$ cat config.mk
export PLATFORM = sky130hd
export DESIGN_NAME = dll_bringup_seq
export DESIGN_NICKNAME = d
export VERILOG_FILES = /design/src/rtl/dbs_pkg.sv /design/src/rtl/dbs_timer.sv /design/src/rtl/dbs_band.sv /design/src/rtl/dbs_wr_fmt.sv /design/src/rtl/dll_bringup_seq.sv
export SDC_FILE = /design/constraint.sdc
export NUM_CORES = 1
export LEC_CHECK = 0
export BUFFER_PORTS_ARGS = -buffer_cell sky130_fd_sc_hd__buf_2
export CAP_MARGIN = 20
export CORE_UTILIZATION = 40
export CTS_CLUSTER_DIAMETER = 120
export CTS_CLUSTER_SIZE = 12
export DETAILED_ROUTE_END_ITERATION = 12
export GPL_ROUTABILITY_DRIVEN = 0
export PLACE_DENSITY_LB_ADDON = 0.3
export SLEW_MARGIN = 20
export SYNTH_ARGS = -nofsm -noshare
export SYNTH_HDL_FRONTEND = slang
export SYNTH_SLANG_ARGS = --single-unit
$ cat constraint.sdc
create_clock -name clk -period 3 [get_ports clk]
set_clock_uncertainty 0.1 [all_clocks]
set_input_delay 0.3 -clock clk [delete_from_list [all_inputs] [get_ports clk]]
set_output_delay 0.3 -clock clk [all_outputs]
set_load 0.01 [all_outputs]
$ cat src/rtl/dbs_pkg.sv
package dbs_pkg;

  typedef enum logic [2:0] {
    OP_NONE, OP_DRV, OP_OTAP, OP_PDN, OP_PUP, OP_FSEL, OP_DLLEN
  } wr_op_e;

  localparam logic [1:0] ERR_OK   = 2'd0;
  localparam logic [1:0] ERR_IDX  = 2'd1;
  localparam logic [1:0] ERR_CAL  = 2'd2;
  localparam logic [1:0] ERR_LOCK = 2'd3;

  localparam logic SEL_TIMING = 1'b0;
  localparam logic SEL_POWER  = 1'b1;

  // field masks (bit positions are decoded by the PHY control words)
  localparam logic [15:0] M_DRVTYPE = 16'h0070;
  localparam logic [15:0] M_TAPOUT  = 16'h0F80;
  localparam logic [15:0] M_FBAND   = 16'h3000;
  localparam logic [15:0] M_DLLON   = 16'h0002;
  localparam logic [15:0] M_PWRUP   = 16'h0001;
  localparam logic [3:0]  TAP_SEL_VAL = 4'd4;

  localparam logic [63:0] LIM_LO  = 64'd75_000_000;
  localparam logic [63:0] LIM_MID = 64'd125_000_000;
  localparam logic [63:0] LIM_HI  = 64'd175_000_000;

  function automatic logic [1:0] band_code(input logic [63:0] rate);
    if (rate == 64'd0)        return 2'd0;
    else if (rate < LIM_LO)   return 2'd1;
    else if (rate < LIM_MID)  return 2'd2;
    else if (rate < LIM_HI)   return 2'd3;
    else                      return 2'd0;
  endfunction

  function automatic logic [31:0] pack_wr(input logic [15:0] mask, input logic [15:0] val);
    return {mask, val & mask};
  endfunction

endpackage

$ cat src/rtl/dbs_timer.sv
module dbs_timer #(
  parameter int CNT_W = 8
) (
  input  logic             clk,
  input  logic             rst_n,
  input  logic             load,
  input  logic [CNT_W-1:0] load_val,
  output logic             zero
);
  logic [CNT_W-1:0] cnt;

  always_ff @(posedge clk or negedge rst_n) begin
    if (!rst_n)          cnt <= '0;
    else if (load)       cnt <= load_val;
    else if (cnt != '0)  cnt <= cnt - 1'b1;
  end

  assign zero = (cnt == '0);

  AST_TMR_REST: assert property (@(posedge clk) disable iff (!rst_n)
    (!load && zero) |=> zero);
endmodule

$ cat src/rtl/dbs_band.sv
module dbs_band #(
  parameter int RATE_W = 32
) (
  input  logic [RATE_W-1:0] rate,
  output logic [1:0]        code,
  output logic              rate_unknown
);
  import dbs_pkg::*;
  assign code         = band_code(64'(rate));
  assign rate_unknown = (rate == '0);
endmodule

$ cat src/rtl/dbs_wr_fmt.sv
module dbs_wr_fmt (
  input  dbs_pkg::wr_op_e op,
  input  logic [1:0]      band,
  output logic            valid,
  output logic            sel,
  output logic [31:0]     data
);
  import dbs_pkg::*;

  always_comb begin
    valid = 1'b1;
    sel   = SEL_POWER;
    data  = '0;
    unique case (op)
      OP_DRV:   data = pack_wr(M_DRVTYPE, 16'h0000);
      OP_OTAP: begin
        sel  = SEL_TIMING;
        data = pack_wr(M_TAPOUT, {4'b0000, 1'b1, TAP_SEL_VAL, 7'b0});
      end
      OP_PDN:   data = pack_wr(M_DLLON | M_PWRUP, 16'h0000);
      OP_PUP:   data = pack_wr(M_PWRUP, M_PWRUP);
      OP_FSEL: begin
        sel  = SEL_TIMING;
        data = pack_wr(M_FBAND, {2'b00, band, 12'h000});
      end
      OP_DLLEN: data = pack_wr(M_DLLON, M_DLLON);
      default:  valid = 1'b0;
    endcase
  end
endmodule

$ cat src/rtl/dll_bringup_seq.sv
module dll_bringup_seq #(
  parameter int SYS_CLK_MHZ    = 100,
  parameter int PWR_SETTLE_US  = 3,
  parameter int CAL_WAIT_US    = 10,
  parameter int DLL_WAIT_US    = 50000,
  parameter int IDX_W          = 2,
  parameter int RATE_W         = 32
) (
  input  logic              clk,
  input  logic              rst_n,
  input  logic              req_valid,
  input  logic              req_enable,
  input  logic [IDX_W-1:0]  req_phy_idx,
  input  logic [RATE_W-1:0] req_clk_rate_hz,
  input  logic              stat_cal_done,
  input  logic              stat_dll_ready,
  output logic              wr_valid,
  output logic              wr_sel,
  output logic [31:0]       wr_data,
  output logic              busy,
  output logic              done,
  output logic [1:0]        err_code
);
  import dbs_pkg::*;

  localparam int PD_CYC  = SYS_CLK_MHZ * PWR_SETTLE_US;
  localparam int CAL_CYC = SYS_CLK_MHZ * CAL_WAIT_US;
  localparam int DLL_CYC = SYS_CLK_MHZ * DLL_WAIT_US;
  localparam int MAX_A   = (PD_CYC > CAL_CYC) ? PD_CYC : CAL_CYC;
  localparam int MAX_CYC = (MAX_A > DLL_CYC) ? MAX_A : DLL_CYC;
  localparam int CNT_W   = $clog2(MAX_CYC + 1);

  typedef enum logic [3:0] {
    S_IDLE, S_DRV, S_OTAP, S_PDN, S_WPD, S_PUP, S_WCAL,
    S_FSEL, S_DLLEN, S_WDLL, S_DONE
  } st_e;

  st_e               st_q, st_d;
  logic              en_q;
  logic [RATE_W-1:0] rate_q;
  logic [1:0]        err_q, err_d;
  logic              tmr_load, tmr_zero;
  logic [CNT_W-1:0]  tmr_val;
  logic [1:0]        band;
  logic              rate_unknown;
  wr_op_e            wr_op;
  logic              accept;

  assign accept = (st_q == S_IDLE) && req_valid;

  dbs_band #(.RATE_W(RATE_W)) i_band (
    .rate(rate_q), .code(band), .rate_unknown(rate_unknown)
  );

  dbs_timer #(.CNT_W(CNT_W)) i_timer (
    .clk(clk), .rst_n(rst_n), .load(tmr_load), .load_val(tmr_val), .zero(tmr_zero)
  );

  dbs_wr_fmt i_fmt (
    .op(wr_op), .band(band), .valid(wr_valid), .sel(wr_sel), .data(wr_data)
  );

  always_comb begin
    st_d     = st_q;
    err_d    = err_q;
    wr_op    = OP_NONE;
    tmr_load = 1'b0;
    tmr_val  = '0;
    unique case (st_q)
      S_IDLE: if (req_valid) begin
        if (req_phy_idx != '0) begin
          st_d  = S_DONE;
          err_d = ERR_IDX;
        end else begin
          st_d  = req_enable ? S_DRV : S_PDN;
          err_d = ERR_OK;
        end
      end
      S_DRV:  begin wr_op = OP_DRV;  st_d = S_OTAP; end
      S_OTAP: begin wr_op = OP_OTAP; st_d = S_PDN;  end
      S_PDN: begin
        wr_op = OP_PDN;
        if (en_q) begin
          st_d     = S_WPD;
          tmr_load = 1'b1;
          tmr_val  = CNT_W'(PD_CYC - 1);
        end else begin
          st_d = S_DONE;
        end
      end
      S_WPD: if (tmr_zero) st_d = S_PUP;
      S_PUP: begin
        wr_op    = OP_PUP;
        st_d     = S_WCAL;
        tmr_load = 1'b1;
        tmr_val  = CNT_W'(CAL_CYC - 1);
      end
      S_WCAL: if (tmr_zero) begin
        if (stat_cal_done) st_d = S_FSEL;
        else begin
          st_d  = S_DONE;
          err_d = ERR_CAL;
        end
      end
      S_FSEL: begin wr_op = OP_FSEL; st_d = S_DLLEN; end
      S_DLLEN: begin
        wr_op = OP_DLLEN;
        if (rate_unknown) st_d = S_DONE;
        else begin
          st_d     = S_WDLL;
          tmr_load = 1'b1;
          tmr_val  = CNT_W'(DLL_CYC - 1);
        end
      end
      S_WDLL: if (tmr_zero) begin
        st_d  = S_DONE;
        err_d = stat_dll_ready ? ERR_OK : ERR_LOCK;
      end
      S_DONE: st_d = S_IDLE;
      default: st_d = S_IDLE;
    endcase
  end

  always_ff @(posedge clk or negedge rst_n) begin
    if (!rst_n) begin
      st_q   <= S_IDLE;
      en_q   <= 1'b0;
      rate_q <= '0;
      err_q  <= ERR_OK;
    end else begin
      st_q  <= st_d;
      err_q <= err_d;
      if (accept) begin
        en_q   <= req_enable;
        rate_q <= req_clk_rate_hz;
      end
    end
  end

  assign busy     = (st_q != S_IDLE);
  assign done     = (st_q == S_DONE);
  assign err_code = err_q;

  AST_IDX_NO_WRITE: assert property (@(posedge clk) disable iff (!rst_n)
    (done && err_code == ERR_IDX) |-> !$past(busy));
  AST_CAL_SAMPLED: assert property (@(posedge clk) disable iff (!rst_n)
    (done && err_code == ERR_CAL) |-> !$past(stat_cal_done));
  AST_FSEL_FIRST: assert property (@(posedge clk) disable iff (!rst_n)
    (wr_valid && wr_op == OP_DLLEN) |-> $past(wr_op == OP_FSEL));
  AST_LOCK_SAMPLED: assert property (@(posedge clk) disable iff (!rst_n)
    (done && err_code == ERR_LOCK) |-> !$past(stat_dll_ready));
  AST_VAL_IN_MASK: assert property (@(posedge clk) disable iff (!rst_n)
    wr_valid |-> ((wr_data[15:0] & ~wr_data[31:16]) == 16'h0));
  AST_DONE_PULSE: assert property (@(posedge clk) disable iff (!rst_n)
    done |=> !done);
  AST_BUSY_HELD: assert property (@(posedge clk) disable iff (!rst_n)
    (busy && !done) |=> busy);
  AST_QUIET_IDLE: assert property (@(posedge clk) disable iff (!rst_n)
    !busy |-> !wr_valid);
endmodule

==> run metrics <==
status=completed; first-pass GRT wire length=11.9 mm; number of vias per cell=5.28; die height=95.5 µm; DP Wirelength=between 5 and 6 mm; worst hold stages=2; Detail Route Antenna Nets=0; die width=approximately 96 µm; Max Cap Viol=0; Critical Path RT=2.60 ns; All-Layer GR Usage=17.0%; Post-Synth Simple-Gate Area=20.0%; initial antenna violation count=0; number of clock sinks=62; DRT iter0 DRCs=139; final core area utilization=48.4%; Top FF cell, synth=dfrtp_1; critical path startpoint category=flip-flop; Synth top cells by count=62 x dfrtp_1, 33 x mux2_2, 30 x nor2_1; Final TNS setup=0 ns; synth unique cells=55; largest family of logic cells by synthesized area=simple AND/OR/NAND/NOR gates; synth warn=0; total CTS buffers=9; # diodes=0; Synth Instances=351; clock root buffer=clkbuf_8; FF-to-FF path depth=6; CTS clk-pin slew, worst paths=0.07 ns; count leader, synth=dfrtp_1; GR Overflow Total=0; Seq/Total Area, Yosys=44.4%; vias post-DR=~2700; worst-path fanout max=3; share of the synthesized area in the top cell type=approximately 44%; number of global-route vias before repair=2592; DR pass1 iterations=6; fin crit share=90.6%; final WL=7.27 mm; Resized cells post-CTS=0; H-tree levels=3; pins over their slew limit=0; top cell type by total area after synthesis=dfrtp_1; worst vdd ir=0.000410 V; worst slew pin tran=~0.74 ns; WP data arrival=approximately 2.3 ns; EDFF count, synth=0; drt wl/cell=14.0 µm; TritonCTS clock tree=built; Synth Area in Adders=less than 1%; Synth Area in XOR/XNOR=under 10%; Setup Viol. Count Final=0; CTS max path bufs=2; Synth Area in Compound Gates=roughly an eighth; die area=slightly above 0.009 mm²; hold crit path type=input pin to flip-flop; Clk Latency, worst-skew pair=0.34 ns; #FFs+latches synth=62; drt drc=0; IO Count=78; share of post-route cells with drive strength above 1=between 30% and 40%; pin count of the biggest net entering global routing=34; RSZ-0062 raised after global routing=false; P_leak=1.78 nW; NumNets Final=between 400 and 500; CP Capture Type=output port; syn avg cell area=roughly 10 µm²; largest cells by area after synthesis=dfrtp_1 44%, mux2_2 11%, buf_4 5.2%; PD cells=around 910 mW/mm²; Crit Path Class=flip-flop to output port; Mapped Area=0.00350 mm²; worst relative slew slack=50.7%; Fmax achieved=368 MHz; Tmin final=~2.7 ns; Synth async-reset ratio=100%; IO buf count=63; row cnt=33; Hold Vio Cnt, Final=0; post-synthesis mux area share=10.9%; area grow syn2layout=15.5%; starting density of the core=41.9%; core area=~0.0083 mm²
registers in the layout, indices dropped and copies added (netlist names):
signal       count
rate_q          32
i_timer.cnt     23
st_q             4
err_code         2
en_q             1
layout by cell type, fill, tap and decap left out, types with 3 or more instances in the layout:
cell type,netlist,routed
a21oi_1,10,10
conb_1,1,14
o21ai_0,22,22
o21ai_1,3,3
or3_1,8,8
clkbuf_8,0,10
xnor2_1,14,14
mux2_2,33,33
o211ai_1,4,4
clkinvlp_4,0,3
nor2b_1,4,4
nand3_1,7,7
nor4_1,7,7
nor3_1,17,17
nor2_1,30,30
buf_2,1,63
nand2b_1,7,7
dfrtp_1,62,62
or4_1,6,6
xor2_1,7,7
or2_2,5,5
buf_4,24,4
inv_1,6,6
nand2_1,18,18
cells by family after synthesis:
family	Yosys count
multiplexers	34
flip-flops	62
XOR/XNOR	21
AND/OR/NAND/NOR	126
AO/OA/AOI/OAI	64
other	1
buffers and inverters	41
adder cells (fa/ha/maj)	2
report_power, final:
group	internal (mW)	switching (mW)	leakage, nW
logic	0.682	0.675	0.938
registers	1.19	0.384	0.744
clock network	0.410	0.339	0.0951
critical path, stage by stage (launching register included):
cell and delay, ns:
dfrtp_1 0.38, nor4_1 0.47, and4b_1 0.30, nand4_1 0.11, or2_2 0.33, nand2_1 0.10, o21ba_2 0.17, buf_2 0.13
metal layers:
layer,share of wire (%),up-vias,GRT usage (%)
met5,0,-,0
met4,0.21,0,3.86
met3,4.0,2,5.58
met2,49,75,28.4
met1,47,1316,21.4
li1,-,1345,-
metrics by stage:
stage	area [µm²]	hold WS, ns	std cells	power, mW	worst slack, ns
floorplan	3550	-0.0956	364	2.61	0.782
global placement	3820	0.308	502	2.92	0.667
detailed placement	3820	0.314	502	2.95	0.611
CTS	4040	0.0655	519	3.72	0.227
global route	4040	0.0646	519	3.97	0.0593
finish	4040	0.0879	519	3.68	0.282
path summary, 6_finish.rpt:
path / startpoint / endpoint / slack (ns)
worst max register to register: i_timer.cnt[0] / i_timer.cnt[13] / 0.69
min in group asynchronous: rst_n / i_timer.cnt[16] / 0.46
worst max-delay path: rate_q[29] / wr_data[12] / 0.28
worst min register to register: err_code[0] / err_code[0] / 0.40
max in group asynchronous: rst_n / rate_q[30] / 1.72
worst min-delay path: req_clk_rate_hz[14] / rate_q[14] / 0.09
cell type report:
class,instances,area (µm²)
Timing Repair Buffer,69,375
Sequential cell,62,1550
Fill cell,803,4300
Inverter,6,22.5
Clock inverter,6,70.1
Multi-Input combinational cell,261,1750
Tap cell,105,131
Clock buffer,10,138
what timing repair did:
action,CTS,global route
endpoints found under the hold margin,30,0
hold buffers,1,0
buffers inserted,0,0
No activity file was read; power rests on OpenSTA's default activity.
